**src/rtl/sop_cell_pkg.sv**
```systemverilog
package sop_cell_pkg;

    typedef enum logic [1:0] {
        MODE_COMB_HI = 2'b00,
        MODE_COMB_LO = 2'b01,
        MODE_REG_HI  = 2'b10,
        MODE_REG_LO  = 2'b11
    } cell_mode_e;

    typedef struct packed {
        logic q;
    } cell_state_t;

    function automatic cell_mode_e make_mode(input logic is_reg, input logic is_inv);
        return cell_mode_e'({is_reg, is_inv});
    endfunction

endpackage

```
**src/rtl/sop_cell_store.sv**
```systemverilog
module sop_cell_store
    import sop_cell_pkg::*;
(
    input  logic clk,
    input  logic clr_i,
    input  logic preset_i,
    input  logic pre_en_i,
    input  logic pre_val_i,
    input  logic sop_i,
    output logic q_o
);

    cell_state_t state_d;
    cell_state_t state_q;

    always_comb begin
        state_d = state_q;
        if (pre_en_i) begin
            state_d.q = pre_val_i;
        end else if (preset_i) begin
            state_d.q = 1'b1;
        end else begin
            state_d.q = sop_i;
        end
    end

    always_ff @(posedge clk or posedge clr_i) begin
        if (clr_i) begin
            state_q <= '0;
        end else begin
            state_q <= state_d;
        end
    end

    assign q_o = state_q.q;

    a_r1_capture: assert property (@(posedge clk) disable iff (clr_i)
        (!pre_en_i && !preset_i) |=> (q_o == $past(sop_i)));

    a_r3_preset: assert property (@(posedge clk) disable iff (clr_i)
        (preset_i && !pre_en_i) |=> q_o);

    a_r6_preload: assert property (@(posedge clk) disable iff (clr_i)
        pre_en_i |=> (q_o == $past(pre_val_i)));

    a_r4_clear_holds: assert property (@(posedge clk)
        clr_i |-> !q_o);

endmodule

```
**src/rtl/sop_cell_outsel.sv**
```systemverilog
module sop_cell_outsel
    import sop_cell_pkg::*;
(
    input  logic cfg_reg_i,
    input  logic cfg_inv_i,
    input  logic sop_i,
    input  logic q_i,
    input  logic oe_i,
    input  logic pin_in_i,
    output logic pin_out_o,
    output logic pin_oe_o,
    output logic fb_o
);

    cell_mode_e mode;

    always_comb begin
        mode = make_mode(cfg_reg_i, cfg_inv_i);
        unique case (mode)
            MODE_REG_HI: begin pin_out_o = q_i;    fb_o = q_i;      end
            MODE_REG_LO: begin pin_out_o = ~q_i;   fb_o = q_i;      end
            MODE_COMB_HI: begin pin_out_o = sop_i; fb_o = pin_in_i; end
            default:     begin pin_out_o = ~sop_i; fb_o = pin_in_i; end
        endcase
        pin_oe_o = oe_i;
    end

endmodule

```
**src/rtl/sop_output_cell_bank.sv**
```systemverilog
module sop_output_cell_bank
    import sop_cell_pkg::*;
#(
    parameter int NUM_CELLS = 4
) (
    input  logic                 clk,
    input  logic                 por_n_i,
    input  logic                 areset_i,
    input  logic                 preset_i,
    input  logic                 pre_en_i,
    input  logic [NUM_CELLS-1:0] pre_val_i,
    input  logic [NUM_CELLS-1:0] sop_i,
    input  logic [NUM_CELLS-1:0] oe_i,
    input  logic [NUM_CELLS-1:0] cfg_reg_i,
    input  logic [NUM_CELLS-1:0] cfg_inv_i,
    input  logic [NUM_CELLS-1:0] pin_in_i,
    output logic [NUM_CELLS-1:0] pin_out_o,
    output logic [NUM_CELLS-1:0] pin_oe_o,
    output logic [NUM_CELLS-1:0] fb_o
);

    localparam int LAST_CELL = NUM_CELLS - 1;

    logic                 clr;
    logic [LAST_CELL:0]   q;

    assign clr = areset_i | ~por_n_i;

    for (genvar i = 0; i < NUM_CELLS; i++) begin : g_cell
        sop_cell_store u_store (
            .clk       (clk),
            .clr_i     (clr),
            .preset_i  (preset_i),
            .pre_en_i  (pre_en_i),
            .pre_val_i (pre_val_i[i]),
            .sop_i     (sop_i[i]),
            .q_o       (q[i])
        );

        sop_cell_outsel u_outsel (
            .cfg_reg_i (cfg_reg_i[i]),
            .cfg_inv_i (cfg_inv_i[i]),
            .sop_i     (sop_i[i]),
            .q_i       (q[i]),
            .oe_i      (oe_i[i]),
            .pin_in_i  (pin_in_i[i]),
            .pin_out_o (pin_out_o[i]),
            .pin_oe_o  (pin_oe_o[i]),
            .fb_o      (fb_o[i])
        );

        a_r8_fb_state: assert property (@(posedge clk) disable iff (clr)
            cfg_reg_i[i] |-> (fb_o[i] == (pin_out_o[i] ^ cfg_inv_i[i])));

        a_r2_comb_path: assert property (@(posedge clk) disable iff (clr)
            !cfg_reg_i[i] |-> (pin_out_o[i] == (sop_i[i] ^ cfg_inv_i[i])));

        a_r7_enable: assert property (@(posedge clk)
            pin_oe_o[i] == oe_i[i]);

        a_r5_powerup_lo: assert property (@(posedge clk)
            (!por_n_i && cfg_reg_i[i] && cfg_inv_i[i]) |-> pin_out_o[i]);
    end

endmodule

```
**config.mk**
```make
export PLATFORM = sky130hd
export DESIGN_NAME = sop_output_cell_bank
export DESIGN_NICKNAME = d
export VERILOG_FILES = /design/src/rtl/sop_cell_pkg.sv /design/src/rtl/sop_cell_store.sv /design/src/rtl/sop_cell_outsel.sv /design/src/rtl/sop_output_cell_bank.sv
export SDC_FILE = /design/constraint.sdc
export NUM_CORES = 1
export LEC_CHECK = 0
export ABC_CLOCK_PERIOD_IN_PS = 2400
export CORE_MARGIN = 4
export CORE_UTILIZATION = 28
export DETAILED_ROUTE_END_ITERATION = 10
export GPL_ROUTABILITY_DRIVEN = 0
export PLACE_DENSITY_LB_ADDON = 0.2
export RECOVER_POWER = 100
export REMOVE_ABC_BUFFERS = 1
export SYNTH_ARGS = -nofsm -noshare
export SYNTH_HDL_FRONTEND = slang
export SYNTH_SLANG_ARGS = --single-unit
```
**constraint.sdc**
```tcl
create_clock -name clk -period 2.4 [get_ports clk]
set_input_delay 0.24 -clock clk [delete_from_list [all_inputs] [get_ports clk]]
set_output_delay 0.24 -clock clk [all_outputs]
set_load 0.02 [all_outputs]
```
Word level (Yosys, flattened, before mapping)
Index checks and enable logic that the tools add are counted.
- output and inout bits: 12
- bits in registers: 4
- input port bits: 29
- word-level logic and storage cells: 46
- bitwise operators: 10
- multiplexer cells: 16
- reduce and logical (&&, ||, !) cells: 8
- equal/unequal tests: 8
- operators by type and width (cell ; number):
    equality test 2 bit (second input constant) ; 8
    2-to-1 mux 1 bit ; 12
    one-hot mux 1 bit (3 select lines) ; 4
    inverter 1 bit ; 9
    logical NOT 2 bit ; 4
    OR reduction 2 bit ; 4
    bitwise OR 1 bit ; 1

Depth between registers and ports, before layout
- depth after elaboration: 3
- gate-level depth with buffers: 3
- gate-level depth less buffers: 2

Hierarchy
From an unflattened synthesis, not the netlist that was laid out.
- cells, all modules: 37
- area, all modules: 321.6 um2
- by module, submodules not included (module ; cells each ; instances ; seq. area each (um2) ; area each (um2)):
    sop_cell_store ; 5 ; 4 ; 25.0 ; 41.3
    sop_cell_outsel ; 4 ; 4 ; 0.0 ; 37.5
    sop_output_cell_bank ; 1 ; 1 ; 0.0 ; 6.3

Worst setup path before layout
OpenSTA, ideal clock, no wires.
- path kind: register to output
- from: reg g_cell[0].u_store.state_q
- to: out pin_out_o[0]
- data arrival time: 780 ps
- data required time: 2160 ps
- path slack: 1380 ps
- path buffers: 1
- cell stages (with the launch flop): 4
- path through: dfrtp_1 > mux2i_1 > xnor2_1 > buf_4
- cells in the longest elaborated chain, start to end: 2
- RTL lines (what ; line ; source):
    start, declared ; sop_cell_store.sv:14 ; cell_state_t state_q;
    start signal, assigned ; sop_cell_store.sv:31 ; state_q <= state_d;
    inverter 1 bit ; sop_cell_outsel.sv:21 ; MODE_REG_LO: begin pin_out_o = ~q_i; fb_o = q_i; end
    one-hot mux 1 bit (3 select lines) * ; sop_cell_outsel.sv:19 ; unique case (mode)
    end, declared ; sop_output_cell_bank.sv:17 ; output logic [NUM_CELLS-1:0] pin_out_o,
Mark *: on every way between the ends. The rest lies on a longest branch, timed or not.

Worst setup path after layout
- from: in cfg_reg_i[1]
- to: out pin_out_o[1]
- cells in the longest elaborated chain, start to end: 2
- elaborated cells on any way between the ends: 4
- those cells by class: 2 x eq/ne; 1 x mux; 1 x reduce/logical
- RTL lines (what ; line ; source):
    start, declared ; sop_output_cell_bank.sv:14 ; input logic [NUM_CELLS-1:0] cfg_reg_i,
    equality test 2 bit or logical NOT 2 bit (tied branches) ; sop_cell_outsel.sv:19 ;
    one-hot mux 1 bit (3 select lines) * ; sop_cell_outsel.sv:19 ;
Marked as above.

==> flow_summary_export.csv <==
group,metric,value,unit
outcome,status,"finished, final reports clean",
clocking,cts.clk_slew.worst_paths,0.04,ns
clocking,cts-htree-levels,1,
logic_synthesis,synthesis.area,366.6,µm²
route,wirelength,902,µm
cells_and_area,antenna_cells,0,
sta,fin_ws,0.3601,ns
pwr,p_per_area,434.9,nW/µm²
grt,met2_usage,16.28,%
sta,totalNegativeSetupSlack,0,ns
grt,gr-usage-met1,9.780,%
cells_and_area,largest_reg_flops,4,
cells_and_area,fin_nets,95,
clocking,post_cts_buffers,0,
grt,grt_use_total,10.33,%
worst_setup_path,startpoint_type,"input pin",
grt,use_met3,10.16,%
grt,grt_pass1_vias,368,
logic_synthesis,synth_cell_types,9,
die,fp-row-count,12,
grt,grt-ovfl-total,0,
sta,maxSlewHeadroom,75.89,%
cells_and_area,synthToLayoutAreaGrowth,73.72,%
worst_setup_path,crit_path_max_fanout,2,
clocking,cts_tree,"yes",
sta,hold_viol_final,0,
route,ant_nets,0,
grt,top_usage_layer,"met2",
sta,finalCriticalPeriod,2.040,ns
worst_setup_path,crit_type,"input pin to primary output",
route,vias,358,
route,drc_errors,0,
clocking,cts.sinks,4,
worst_setup_path,crit_arrival,1.80,ns
grt,grt_pass1_wl,1421,µm
clocking,clockRootBuffer,"clkbuf_4",
route,avgViaCountPerCell,4.590,
pwr,peakVddDrop,0.3521,mV
cells_and_area,drive_above_1_share,10.94,%
worst_setup_path,end_kind,"primary output",
sta,rsz0062_at_grt,"no",
worst_setup_path,worstPathRequired,2.16,ns
pwr,power,277.0,µW
pwr,p_leak,0.0002609,µW
die,die_area,1952,µm²
logic_synthesis,ys_warn_count,0,
clocking,hold_buffers,0,
placement,port_buffers,32,
sta,drv_slew,0,
placement,place_ws,0.4009,ns
logic_synthesis,postSynthCellCount,41,
min_path,holdCritPathClass,"input pin to async pin",
sta,setup_viol,0,
flow_run,maxCapViolations,0,
sta,max_clock_freq,490.2,MHz
placement,placed_cell_area,614.3,µm²
clocking,cts_buffer_depth,2,
die,die_y,44.19,µm
route,first_iter_violations,4,
die,start_util,31.30,%
die,design.core.area,1171,µm²
grt,antenna_found_initial,0,
logic_synthesis,ys_seq_area_share,27.30,%
grt,grt_max_degree,9,
sta,worst_pin_slew,0.3609,ns
route,wire_per_inst,11.56,µm
die,pin_count,41,
cells_and_area,fin_area,636.9,µm²
sta,fin_crit_sh,85.00,%
die,die_w,44.19,µm
clocking,cts_resized,0,
logic_synthesis,syn_area_per_cell,8.942,µm²
sta,whs,0.3130,ns
clocking,cts-buffers-inserted,3,
route,dr.pass1.iters,2,
logic_synthesis,synth_seq_cells,4,
per-layer routing:
layer,share of wire (%),vias up
met5,0,-
met4,0,0
met3,18,0
met2,44,31
met1,38,156
li1,-,171
worst max-delay path, stage by stage:
cell             delay (ns)
clkdlybuf4s50_1        0.50
mux2i_1                0.24
xnor2_1                0.13
dlygate4sd3_1          0.68
per-stage QoR:
| step | util, % | instances |
|---|---|---|
| 2_1_floorplan | - | 29 |
| 3_3_place_gp | 52.46 | 75 |
| 3_5_place_dp | 52.46 | 75 |
| 4_1_cts | 54.38 | 78 |
| 5_1_grt | 54.38 | 78 |
| 6_report | 54.38 | 78 |
path summary, 6_finish.rpt:
path	start	end	slack, ns	cells after the start
min in group clk	oe_i[2]	pin_oe_o[2]	0.48	0
max in group asynchronous	por_n_i	g_cell[0].u_store.q_o$_DFF_PP0_	1.70	2
setup / recovery	cfg_reg_i[1]	pin_out_o[1]	0.36	4
hold / removal	areset_i	g_cell[1].u_store.q_o$_DFF_PP0_	0.31	2
layout make-up:
type / instances / area, µm²
fillers: 122 / 534.3
clock buffers: 3 / 22.52
repair buffers: 32 / 320.3
multi-input cells: 25 / 176.4
well taps: 14 / 17.52
flip-flops and latches: 4 / 100.1
cell usage in the layout (no fill, tap or decap), drive strengths merged:
cell and instances:
nand2 4, nor2b 1, dfrtp 4, xnor2 4
mux2i 4, clkbuf 3, clkdlybuf4s50 22, o21ai 4
nor2 4, dlygate4sd3 10, mux2 4
report_power, final:
part	switching, µW	total, µW	internal (µW)
Clock	28.1	84.0	56.0
Sequential	2.53	75.7	73.2
Combinational	46.0	117	71.2
Total	76.6	277	200
synth_stat cells:
cell type / n / area [µm²]
buf_4: 12 / 90.09
dfrtp_1: 4 / 100.1
nor2_1: 4 / 15.01
nor2b_1: 1 / 6.260
o21ai_0: 4 / 20.02
mux2_2: 4 / 45.04
xnor2_1: 4 / 35.03
nand2_1: 4 / 15.01
mux2i_1: 4 / 40.04
kinds of logic after synthesis:
kind of cell / synth area share (%)
buffers and inverters: 24.57
and+or+nand+nor: 9.896
muxes: 23.21
AOI/OAI and AO/OA: 5.461
xor gates and xnor gates: 9.555
DFF: 27.30
Note: power is estimated with default switching activity, not from simulation.
